[src/rtl/wdk_pkg.sv]
package wdk_pkg;
   localparam int REG_W = 16;
   localparam int EXP_W = 8;

   localparam int BIT_EN     = 15;
   localparam int BIT_RSTEN  = 14;
   localparam int BIT_FLAG   = 12;

   localparam logic [REG_W-1:0] KEY_OPEN_1 = 16'h3333;
   localparam logic [REG_W-1:0] KEY_OPEN_2 = 16'hCCCC;
   localparam logic [REG_W-1:0] KEY_KICK_1 = 16'hAAAA;
   localparam logic [REG_W-1:0] KEY_KICK_2 = 16'h5555;

   localparam logic [1:0] ADR_CTRL   = 2'd0;
   localparam logic [1:0] ADR_CNT_LO = 2'd1;
   localparam logic [1:0] ADR_CNT_HI = 2'd2;

   typedef enum logic [1:0] {
      KS_IDLE      = 2'd0,
      KS_OPEN_HALF = 2'd1,
      KS_OPEN      = 2'd2,
      KS_KICK_HALF = 2'd3
   } key_state_e;

   function automatic int exp_of(input int idx, input int short_e, input int base_e);
      return (idx == 0) ? short_e : base_e + idx - 1;
   endfunction
endpackage

[src/rtl/wdk_keyseq.sv]
module wdk_keyseq
   import wdk_pkg::*;
(
   input  logic             clk,
   input  logic             rst_n,
   input  logic             ctrl_wr,
   input  logic [REG_W-1:0] wdata,
   output logic             cfg_load,
   output logic             kick,
   output key_state_e       state
);
   key_state_e nxt;

   always_comb begin
      nxt      = state;
      cfg_load = 1'b0;
      kick     = 1'b0;
      if (ctrl_wr) begin
         unique case (state)
            KS_IDLE: begin
               if (wdata == KEY_OPEN_1)      nxt = KS_OPEN_HALF;
               else if (wdata == KEY_KICK_1) nxt = KS_KICK_HALF;
            end
            KS_OPEN_HALF: nxt = (wdata == KEY_OPEN_2) ? KS_OPEN : KS_IDLE;
            KS_OPEN: begin
               cfg_load = 1'b1;
               nxt      = KS_IDLE;
            end
            KS_KICK_HALF: begin
               kick = (wdata == KEY_KICK_2);
               nxt  = KS_IDLE;
            end
            default: nxt = KS_IDLE;
         endcase
      end
   end

   always_ff @(posedge clk or negedge rst_n) begin
      if (!rst_n) state <= KS_IDLE;
      else        state <= nxt;
   end
endmodule

[src/rtl/wdk_cfg_reg.sv]
module wdk_cfg_reg
   import wdk_pkg::*;
(
   input  logic             clk,
   input  logic             rst_n,
   input  logic             cfg_load,
   input  logic [REG_W-1:0] wdata,
   input  logic             expire,
   output logic             en,
   output logic             rst_en,
   output logic [EXP_W-1:0] exp_sel,
   output logic             flag
);
   always_ff @(posedge clk or negedge rst_n) begin
      if (!rst_n) begin
         en      <= 1'b0;
         rst_en  <= 1'b0;
         exp_sel <= '0;
      end else if (cfg_load) begin
         en      <= wdata[BIT_EN];
         rst_en  <= wdata[BIT_RSTEN];
         exp_sel <= wdata[EXP_W-1:0];
      end
   end

   // expiry wins over a clear in the same cycle
   always_ff @(posedge clk or negedge rst_n) begin
      if (!rst_n)                          flag <= 1'b0;
      else if (expire)                     flag <= 1'b1;
      else if (cfg_load && wdata[BIT_FLAG]) flag <= 1'b0;
   end
endmodule

[src/rtl/wdk_counter.sv]
module wdk_counter
   import wdk_pkg::*;
#(
   parameter int CNT_W     = 32,
   parameter int EXP_SHORT = 14,
   parameter int EXP_BASE  = 24
) (
   input  logic             clk,
   input  logic             rst_n,
   input  logic             en,
   input  logic             kick,
   input  logic [EXP_W-1:0] exp_sel,
   output logic [CNT_W-1:0] count,
   output logic             expire
);
   logic [EXP_W-1:0] reach;
   logic             sel_ok;

   for (genvar i = 0; i < EXP_W; i++) begin : g_term
      localparam int E = exp_of(i, EXP_SHORT, EXP_BASE);
      localparam logic [CNT_W-1:0] TERM = CNT_W'((64'd1 << E) - 64'd1);
      assign reach[i] = (count >= TERM);
   end

   assign sel_ok = (exp_sel != '0) && ((exp_sel & (exp_sel - 1'b1)) == '0);
   assign expire = en && sel_ok && (|(exp_sel & reach));

   always_ff @(posedge clk or negedge rst_n) begin
      if (!rst_n)              count <= '0;
      else if (kick || expire) count <= '0;
      else if (en)             count <= count + 1'b1;
   end
endmodule

[src/rtl/keyed_wdt.sv]
module keyed_wdt
   import wdk_pkg::*;
#(
   parameter int CNT_W     = 32,
   parameter int EXP_SHORT = 14,
   parameter int EXP_BASE  = 24
) (
   input  logic        clk,
   input  logic        rst_n,
   input  logic        wr_en,
   input  logic [1:0]  wr_addr,
   input  logic [15:0] wr_data,
   input  logic [1:0]  rd_addr,
   output logic [15:0] rd_data,
   output logic        irq_flag,
   output logic        rst_req
);
   localparam int TOP_E = EXP_BASE + EXP_W - 2;

   if (EXP_SHORT < 1 || EXP_SHORT >= EXP_BASE) begin : g_bad_exp
      $error("keyed_wdt: EXP_SHORT must be at least 1 and below EXP_BASE");
   end
   if (CNT_W < TOP_E || CNT_W > 2 * REG_W) begin : g_bad_cnt
      $error("keyed_wdt: CNT_W must cover the longest limit and fit two read halves");
   end

   logic             ctrl_wr, cfg_load, kick, expire;
   key_state_e       key_state;
   logic             cfg_en, cfg_rst_en;
   logic [EXP_W-1:0] cfg_exp;
   logic [CNT_W-1:0] count_q;
   logic [2*REG_W-1:0] cnt_ext;

   assign ctrl_wr = wr_en && (wr_addr == ADR_CTRL);

   wdk_keyseq u_keys (
      .clk      (clk),
      .rst_n    (rst_n),
      .ctrl_wr  (ctrl_wr),
      .wdata    (wr_data),
      .cfg_load (cfg_load),
      .kick     (kick),
      .state    (key_state)
   );

   wdk_cfg_reg u_cfg (
      .clk      (clk),
      .rst_n    (rst_n),
      .cfg_load (cfg_load),
      .wdata    (wr_data),
      .expire   (expire),
      .en       (cfg_en),
      .rst_en   (cfg_rst_en),
      .exp_sel  (cfg_exp),
      .flag     (irq_flag)
   );

   wdk_counter #(
      .CNT_W     (CNT_W),
      .EXP_SHORT (EXP_SHORT),
      .EXP_BASE  (EXP_BASE)
   ) u_cnt (
      .clk     (clk),
      .rst_n   (rst_n),
      .en      (cfg_en),
      .kick    (kick),
      .exp_sel (cfg_exp),
      .count   (count_q),
      .expire  (expire)
   );

   always_ff @(posedge clk or negedge rst_n) begin
      if (!rst_n) rst_req <= 1'b0;
      else        rst_req <= expire && cfg_rst_en;
   end

   assign cnt_ext = (2*REG_W)'(count_q);

   always_comb begin
      rd_data = '0;
      unique case (rd_addr)
         ADR_CTRL: begin
            rd_data[BIT_EN]      = cfg_en;
            rd_data[BIT_RSTEN]   = cfg_rst_en;
            rd_data[BIT_FLAG]    = irq_flag;
            rd_data[EXP_W-1:0]   = cfg_exp;
         end
         ADR_CNT_LO: rd_data = cnt_ext[REG_W-1:0];
         ADR_CNT_HI: rd_data = cnt_ext[2*REG_W-1:REG_W];
         default:    rd_data = '0;
      endcase
   end
endmodule

[config.mk]
export PLATFORM = sky130hd
export DESIGN_NAME = keyed_wdt
export DESIGN_NICKNAME = d
export VERILOG_FILES = /design/src/rtl/wdk_pkg.sv /design/src/rtl/wdk_keyseq.sv /design/src/rtl/wdk_cfg_reg.sv /design/src/rtl/wdk_counter.sv /design/src/rtl/keyed_wdt.sv
export SDC_FILE = /design/constraint.sdc
export NUM_CORES = 1
export LEC_CHECK = 0
export BUFFER_PORTS_ARGS = -buffer_cell sky130_fd_sc_hd__clkbuf_2
export CORE_AREA = 2 2 84 86
export CTS_CLUSTER_SIZE = 28
export DETAILED_ROUTE_END_ITERATION = 16
export DIE_AREA = 0 0 86 88
export PLACE_DENSITY = 0.75
export SLEW_MARGIN = 20
export SYNTH_ARGS = -nofsm -noshare
export SYNTH_HDL_FRONTEND = slang
export SYNTH_SLANG_ARGS = --single-unit
[constraint.sdc]
create_clock -name clk -period 2.7 [get_ports clk]
set_input_delay 0.27 -clock clk [delete_from_list [all_inputs] [get_ports clk]]
set_output_delay 0.27 -clock clk [all_outputs]
set_load 0.01 [all_outputs]
==> reports/qor.csv, run 1 <==
stage,metric,value,unit
run_status,status,"complete, no violations",
floorplanning,fp.dieArea,7570,um^2
routing,drc,0,
power_and_ir_drop,internal_power,1.46,mW
cts,htreeDepth,2,
cts,clock_path_buffers,2,
setup_path,crit_slowest_cell,or4_4,
cts,cts_tree,done,
power_and_ir_drop,power.share.combinational,30.5,%
cells_and_area,num_antenna_cells,0,
global_routing,grt_pass1_vias,2378,
timing,fin_tns_setup,0,ns
power_and_ir_drop,seqPwrFrac,51.6,%
routing,first_pass_iters,6,
yosys,netlist_area,2950,um^2
setup_path,crit_chain,"or4_4, or4_4, a2111oi_1, buf_4, a21oi_4, buf_12, nor2_1",
timing,hold_violations,0,
timing,fin_skew,0.00814,ns
yosys,synth-edff-count,0,
floorplanning,initial_core_util,44.4,%
timing,finalMaxSlewViolations,0,
routing,drtAntennaViolNets,0,
cells_and_area,nets,372,
yosys,yosys.area.top_type_share,39.1,%
setup_path,crit_fanout,32,
placement,dpl.hpwl,5080,um
cts,clkTransAtPathRegs,0.09,ns
yosys,ys_seq_area_share,39.1,%
yosys,synth_cells,305,
setup_path,worst_setup_path_start_kind,register,
worst_hold_path,holdCritPathClass,primary input to asynchronous set/reset pin,
timing,max_freq,392,MHz
setup_path,path_class,register to register,
cts,root_buffer,clkbuf_8,
placement,portBuffers,40,
yosys,yosys.area.top_type,dfrtp_1,
cts,hold_buffers,0,
routing,num_vias,2462,
job,cap_violations,0,
setup_path,slowest_delay,0.57,ns
cts,cts.sinks,46,
yosys,synth_warnings,0,
floorplanning,fp.dieW,86,um
global_routing,track_usage,19.6,%
power_and_ir_drop,pwr-share-clk,17.9,%
routing,wire_per_inst,16.2,um
yosys,ys.flop_type,dfrtp_1,
power_and_ir_drop,switching_power,956,uW
cells_and_area,multiInputGateArea,1690,um^2
cts,post_cts_resized,0,
global_routing,grt_max_degree,47,
global_routing,grt_pass1_wl,11700,um
power_and_ir_drop,p_per_area,728,nW/um^2
placement,place_congestion,0.830,
timing,fin_crit,2.55,ns
setup_path,cp_data_arrival_time,2.78,ns
yosys,synth.distinct_cells,49,
setup_path,crit_top_cell,or4_4,
setup_path,r2r_cells,7,
power_and_ir_drop,swShare,39.6,%
power_and_ir_drop,power.leakage,1.38,nW
cells_and_area,drive_above_1_share,30.1,%
yosys,ys_async_sr_fraction,100,%
timing,slew_headroom,58.4,%
yosys,synth_nets,333,
global_routing,antenna_found_initial,0,
routing,first_iter_violations,203,
cells_and_area,fillerInstances,637,
timing,whs,0.0486,ns
routing,via_per_inst,5.79,
power_and_ir_drop,vdd_drop_max,0.275,mV
floorplanning,die_y,88,um
cells_and_area,ff_latch_area,1150,um^2
global_routing,grt-ovfl-total,0,
yosys,ys_ff_latch,46,
setup_path,worstPathRequired,2.93,ns
timing,setup_viol,0,
floorplanning,rows,30,
yosys,synthTopCellsByArea,"dfrtp_1 39%, nor2_2 6.4%, xor2_1 5.9%, mux2_2 3.8%, a222oi_1 3.7%",
timing,rsz0062_at_grt,no,
timing,finalCritPeriodShare,94.6,%
routing,wl,6890,um
setup_path,worst_setup_path_end_kind,register,
floorplanning,io_pins,41,
cts,cts-buffers-inserted,5,
cts,clock_latency,0.30,ns
cts,post-cts-setup-buffers,0,
yosys,avgSynthCellArea,9.66,um^2
cells_and_area,area_growth,12.6,%
floorplanning,coreArea,6640,um^2
timing,tightestPinTransition,0.624,ns
## final cells by class
cell class                 count  area share [%]
multi-input combinational    239            51.0
sequential                    46            34.7
timing repair buffer          47            7.99
tap                           80            3.02
clock buffer                   7            2.60
inverter                       5           0.566
clock inverter                 1           0.151
## kinds of logic after synthesis
| family | after synthesis | synth area share, % |
|---|---|---|
| compound gates | 39 | 11.0 |
| xor+xnor | 32 | 9.51 |
| fa+ha+maj | 6 | 2.46 |
| buf+inv | 20 | 3.78 |
| flops | 46 | 39.1 |
| mux | 11 | 4.16 |
| simple gates | 151 | 30.1 |
## metal layers
metal / share of wire, % / up-vias / track usage (%)
met2: 49 / 63 / 33.5
met4: 1.5 / 0 / 5.77
met1: 45 / 1192 / 25.5
met3: 4.0 / 13 / 3.39
met5: 0 / - / 0
li1: - / 1194 / -
## power groups by stage
stage / registers, mW / logic, mW / clock network, mW
after floorplan: 1.14 / 0.576 / 0
after global placement: 1.24 / 0.720 / 0
after detailed placement: 1.24 / 0.745 / 0
after CTS: 1.24 / 0.745 / 0.443
after global routing: 1.28 / 0.833 / 0.466
final: 1.25 / 0.738 / 0.432
## stage by stage
step	utilization (%)	power [mW]	area, um^2	setup slack, ns	std cells
after floorplan	-	1.71	2950	0.345	305
after detailed placement	48.6	1.99	3230	0.209	417
after global placement	48.6	1.96	3230	0.264	417
after CTS	49.9	2.42	3320	0.185	425
final	49.9	2.42	3320	0.146	425
after global routing	49.9	2.58	3320	0.0496	425
## synth_stat cells, types with 2 or more instances
library cell / n
xor2_1: 20
nor2_2: 30
nand3_1: 14
or4_4: 2
clkbuf_1: 10
a21oi_1: 3
a22oi_1: 5
mux2_2: 10
nor4_1: 8
buf_6: 3
o21ai_0: 7
or3_1: 2
dfrtp_1: 46
nor2_1: 22
nor4bb_1: 5
nor3_1: 3
and4_1: 10
and3_1: 6
a211oi_1: 2
xnor2_1: 12
a222oi_1: 11
ha_1: 5
nor4b_1: 2
nor2b_1: 6
and2_1: 3
inv_1: 5
nand4_1: 9
nand2b_1: 3
nand2_1: 21
## registers in the layout (all words and copies together), names as in the netlist
| name | count |
|---|---|
| u_cfg.rst_en | 1 |
| rst_req | 1 |
| u_cfg.flag | 1 |
| u_cfg.exp_sel | 8 |
| u_keys.state | 2 |
| u_cfg.en | 1 |
| u_cnt.count | 32 |
## worst max-delay path, delay by kind of cell, from the launching register on
family | cells | cell delay (ns)
compound gates | 2 | 0.50
flops | 1 | 0.43
buf+inv | 2 | 0.37
simple gates | 3 | 1.16
## placed cells by master, fill, tap and decap left out, drive strengths merged, types with 2 or more instances in the layout
cell type and instances:
a21oi 4, ha 5, nor4bb 5, o21ai 7, a222oi 11, nor4 8
nor3 3, dfrtp 46, a211oi 2, clkbuf 47, xor2 20, or3 2
xnor2 12, and3 7, a22oi 5, and2 3, nor2b 6, nor4b 2
buf 7, inv 5, mux2 10, nand3 14, nand2 21, nor2 52
nand4 9, nand2b 3, and4 10, or4 2
## worst paths after layout
kind	start	to	slack, ns
hold / removal	rst_n	u_cnt.count[3]	0.05
max in group asynchronous	rst_n	u_cfg.exp_sel[1]	2.26
setup reg to reg	u_cnt.count[30]	u_cnt.count[27]	0.15
hold reg to reg	u_keys.state[1]	u_keys.state[1]	0.51
setup / recovery	u_cnt.count[30]	u_cnt.count[27]	0.15
min in group clk	wr_data[2]	u_cfg.exp_sel[2]	0.22
(Power assumes the default switching activity.)
==> inputs of run 2 (changes only) <==
GPL_TIMING_DRIVEN = 0   (was not set)
==> run 2 against run 1 <==
  * The run now ends with hold timing left
  * Sequential share of layout area down 0.81 points
  * Critical path depth unchanged
  * Clock-buffer cell count unchanged
  * Worst hold slack worse by 0.057 ns
  * Clock power down 6.0%
  * Combinational power up 5.7%
  * Setup slack worse by 0.073 ns
  * Wire length up 6.8%
  * Largest cell class unchanged
  * Non-clock buffer count up 15
  * Via count up 6.9%
  * Utilization up 1.3 points
  * Fmax down 2.8%
==> reports/qor.csv, run 2 (synthesis results as in run 1) <==
stage,metric,value,unit,change
run_status,status,"finished, violations left",,"was complete, no violations"
run_status,violations,hold timing,,
setup_path,path_delay_family,simple AND/OR/NAND/NOR gates,,unchanged
global_routing,antenna_found_initial,0,,unchanged
timing,fin_tns_setup,0,ns,unchanged
cts,htreeDepth,2,,unchanged
timing,rsz0062_at_grt,yes,,was no
cts,clkTransAtPathRegs,0.08,ns,was 0.09 ns
job,cap_violations,0,,unchanged
cells_and_area,top_regs,"u_cnt.count: 32 flops, u_cfg.exp_sel: 8 flops, u_keys.state: 2 flops",,unchanged
power_and_ir_drop,fin_total_pwr,2.42,mW,about the same
timing,tightestPinTransition,0.784,ns,was 0.624 ns
cts,root_buffer,clkbuf_8,,unchanged
cts,clock_latency,0.30,ns,about the same
cts,cts-buffers-inserted,5,,unchanged
floorplanning,fp.dieArea,7570,um^2,unchanged
global_routing,grt_pass1_vias,2505,,was 2378
routing,drtAntennaViolNets,0,,unchanged
cells_and_area,area_growth,15.5,%,was 12.6%
routing,wl,7360,um,was 6890 um
cells_and_area,top_register,u_cnt.count,,unchanged
global_routing,grt_max_degree,47,,unchanged
routing,via_per_inst,5.99,,was 5.79
routing,drc,0,,unchanged
timing,whs,-0.00869,ns,was 0.0486 ns
setup_path,cp_data_arrival_time,2.87,ns,was 2.78 ns
cells_and_area,nets,387,,was 372
cells_and_area,num_antenna_cells,0,,unchanged
routing,num_vias,2631,,was 2462
placement,pre_cts_ws,0.125,ns,was 0.209 ns
setup_path,crit_fanout,8,,was 32
cells_and_area,final_cell_mix,"44 x dfrtp_1, 39 x clkbuf_2, 30 x nor2_2, 22 x nor2_1, 21 x nand2_1",,"was 46 x dfrtp_1, 40 x clkbuf_2, 30 x nor2_2, 22 x nor2_1, 21 x nand2_1"
setup_path,worst_setup_path_end_kind,register,,unchanged
timing,hold_violations,9,,was 0
power_and_ir_drop,p_per_area,712,nW/um^2,was 728 nW/um^2
cts,cts_tree,done,,unchanged
timing,slew_headroom,47.2,%,was 58.4%
floorplanning,coreArea,6640,um^2,unchanged
placement,place_congestion,0.851,,was 0.830
routing,first_pass_iters,5,,was 6
setup_path,crit_slowest_cell,or4_4,,unchanged
timing,fin_crit,2.63,ns,was 2.55 ns
placement,dpl.hpwl,5280,um,was 5080 um
routing,wire_per_inst,16.8,um,was 16.2 um
timing,fin_skew,0.00659,ns,was 0.00814 ns
cells_and_area,final_core_util,51.2,%,was 49.9%
floorplanning,io_pins,41,,unchanged
placement,portBuffers,40,,unchanged
setup_path,path_class,register to register,,unchanged
cells_and_area,final_common_cell,dfrtp_1,,unchanged
cells_and_area,fillerInstances,626,,was 637
setup_path,crit_chain,"or4_4, or4_4, o41ai_4, o2111a_2, a21oi_4, buf_4, nor2_2",,"was or4_4, or4_4, a2111oi_1, buf_4, a21oi_4, buf_12, nor2_1"
floorplanning,rows,30,,unchanged
setup_path,slowest_delay,0.57,ns,about the same
timing,finalCritPeriodShare,97.3,%,was 94.6%
floorplanning,initial_core_util,44.4,%,unchanged
cts,cts.sinks,46,,unchanged
power_and_ir_drop,vdd_drop_max,0.221,mV,was 0.275 mV
floorplanning,fp.dieW,86,um,unchanged
timing,finalMaxSlewViolations,0,,unchanged
timing,setup_ws,0.0737,ns,was 0.146 ns
cells_and_area,drive_above_1_share,30.6,%,was 30.1%
setup_path,worst_setup_path_start_kind,register,,unchanged
cts,clock_path_buffers,2,,unchanged
worst_hold_path,holdCritPathClass,primary input to asynchronous set/reset pin,,unchanged
global_routing,track_usage,19.9,%,was 19.6%
setup_path,crit_top_cell,or4_4,,unchanged
timing,max_freq,381,MHz,was 392 MHz
global_routing,grt-ovfl-total,0,,unchanged
setup_path,worstPathRequired,2.94,ns,was 2.93 ns
global_routing,grt_pass1_wl,11900,um,was 11700 um
power_and_ir_drop,power.leakage,1.41,nW,was 1.38 nW
cts,hold_buffers,0,,unchanged
setup_path,crit_buf_inv,1,,was 2
routing,first_iter_violations,240,,was 203
cells_and_area,largest_reg_flops,32,,unchanged
floorplanning,die_y,88,um,unchanged
timing,setup_viol,0,,unchanged
==> run 2: cell count changes in the layout (fill, tap and decap cells not counted) <==
cell	before	now
dfrtp_2	0	2
clkbuf_1	1	12
o41ai_2	1	0
dfrtp_1	46	44
clkbuf_4	0	1
a2111oi_1	1	0
a2111oi_2	0	1
clkbuf_2	40	39
clkinv_2	1	0
buf_12	1	0
buf_4	6	8
buf_6	0	3
o41ai_4	0	1
==> run 2: what timing repair did <==
item                       in CTS  in global routing
setup endpoints to repair       0                 30
gates resized for setup         0                 11
setup buffers                   0                  4
==> run 2: worst register-to-register path: stages (launching register included) <==
cell and delay, ns:
dfrtp_2 0.45, or4_4 0.57, or4_4 0.49, o41ai_4 0.34
o2111a_2 0.28, a21oi_4 0.12, buf_4 0.21, nor2_2 0.10
==> run 2: layout make-up <==
class	count	area (um^2)	area share, %
Clock buffer	7	76.3	2.24
Buffer	15	92.6	2.72
Multi-Input combinational cell	239	1710	50.2
Inverter	5	18.8	0.551
Tap cell	80	100	2.94
Sequential cell	46	1150	33.9
Timing Repair Buffer	47	255	7.50
==> run 2: final timing paths <==
kind	start	end	slack (ns)	depth (start not counted)
max in group asynchronous	rst_n	u_cnt.count[29]	2.25	1
min in group clk	wr_data[1]	u_cfg.exp_sel[1]	0.22	2
min reg2reg	u_keys.state[1]	u_keys.state[1]	0.53	1
max reg2reg	u_cnt.count[30]	u_cnt.count[2]	0.07	7
max	u_cnt.count[30]	u_cnt.count[2]	0.07	7
min	rst_n	u_cnt.count[9]	-0.009	1
==> run 2: layer usage <==
metal | up-vias | track usage (%) | share of wire [%]
met5 | - | 0 | 0
met4 | 0 | 8.37 | 3.5
met3 | 27 | 3.96 | 4.8
met2 | 95 | 32.8 | 49
met1 | 1283 | 25.5 | 43
li1 | 1226 | - | -
==> run 2: report_power, final <==
part           total [mW]  internal (mW)  switching (mW)
sequential           1.24          0.898           0.341
clock               0.406          0.179           0.227
combinational       0.780          0.375           0.405
==> run 2: metrics by stage <==
step | instances | hold WS [ns] | instance area, um^2
final | 439 | -0.00869 | 3400
after global routing | 439 | 0.0577 | 3400
after CTS | 432 | 0.0393 | 3330
after detailed placement | 425 | 0.363 | 3250
after global placement | 425 | 0.504 | 3250
after floorplan | 305 | -0.0256 | 2950
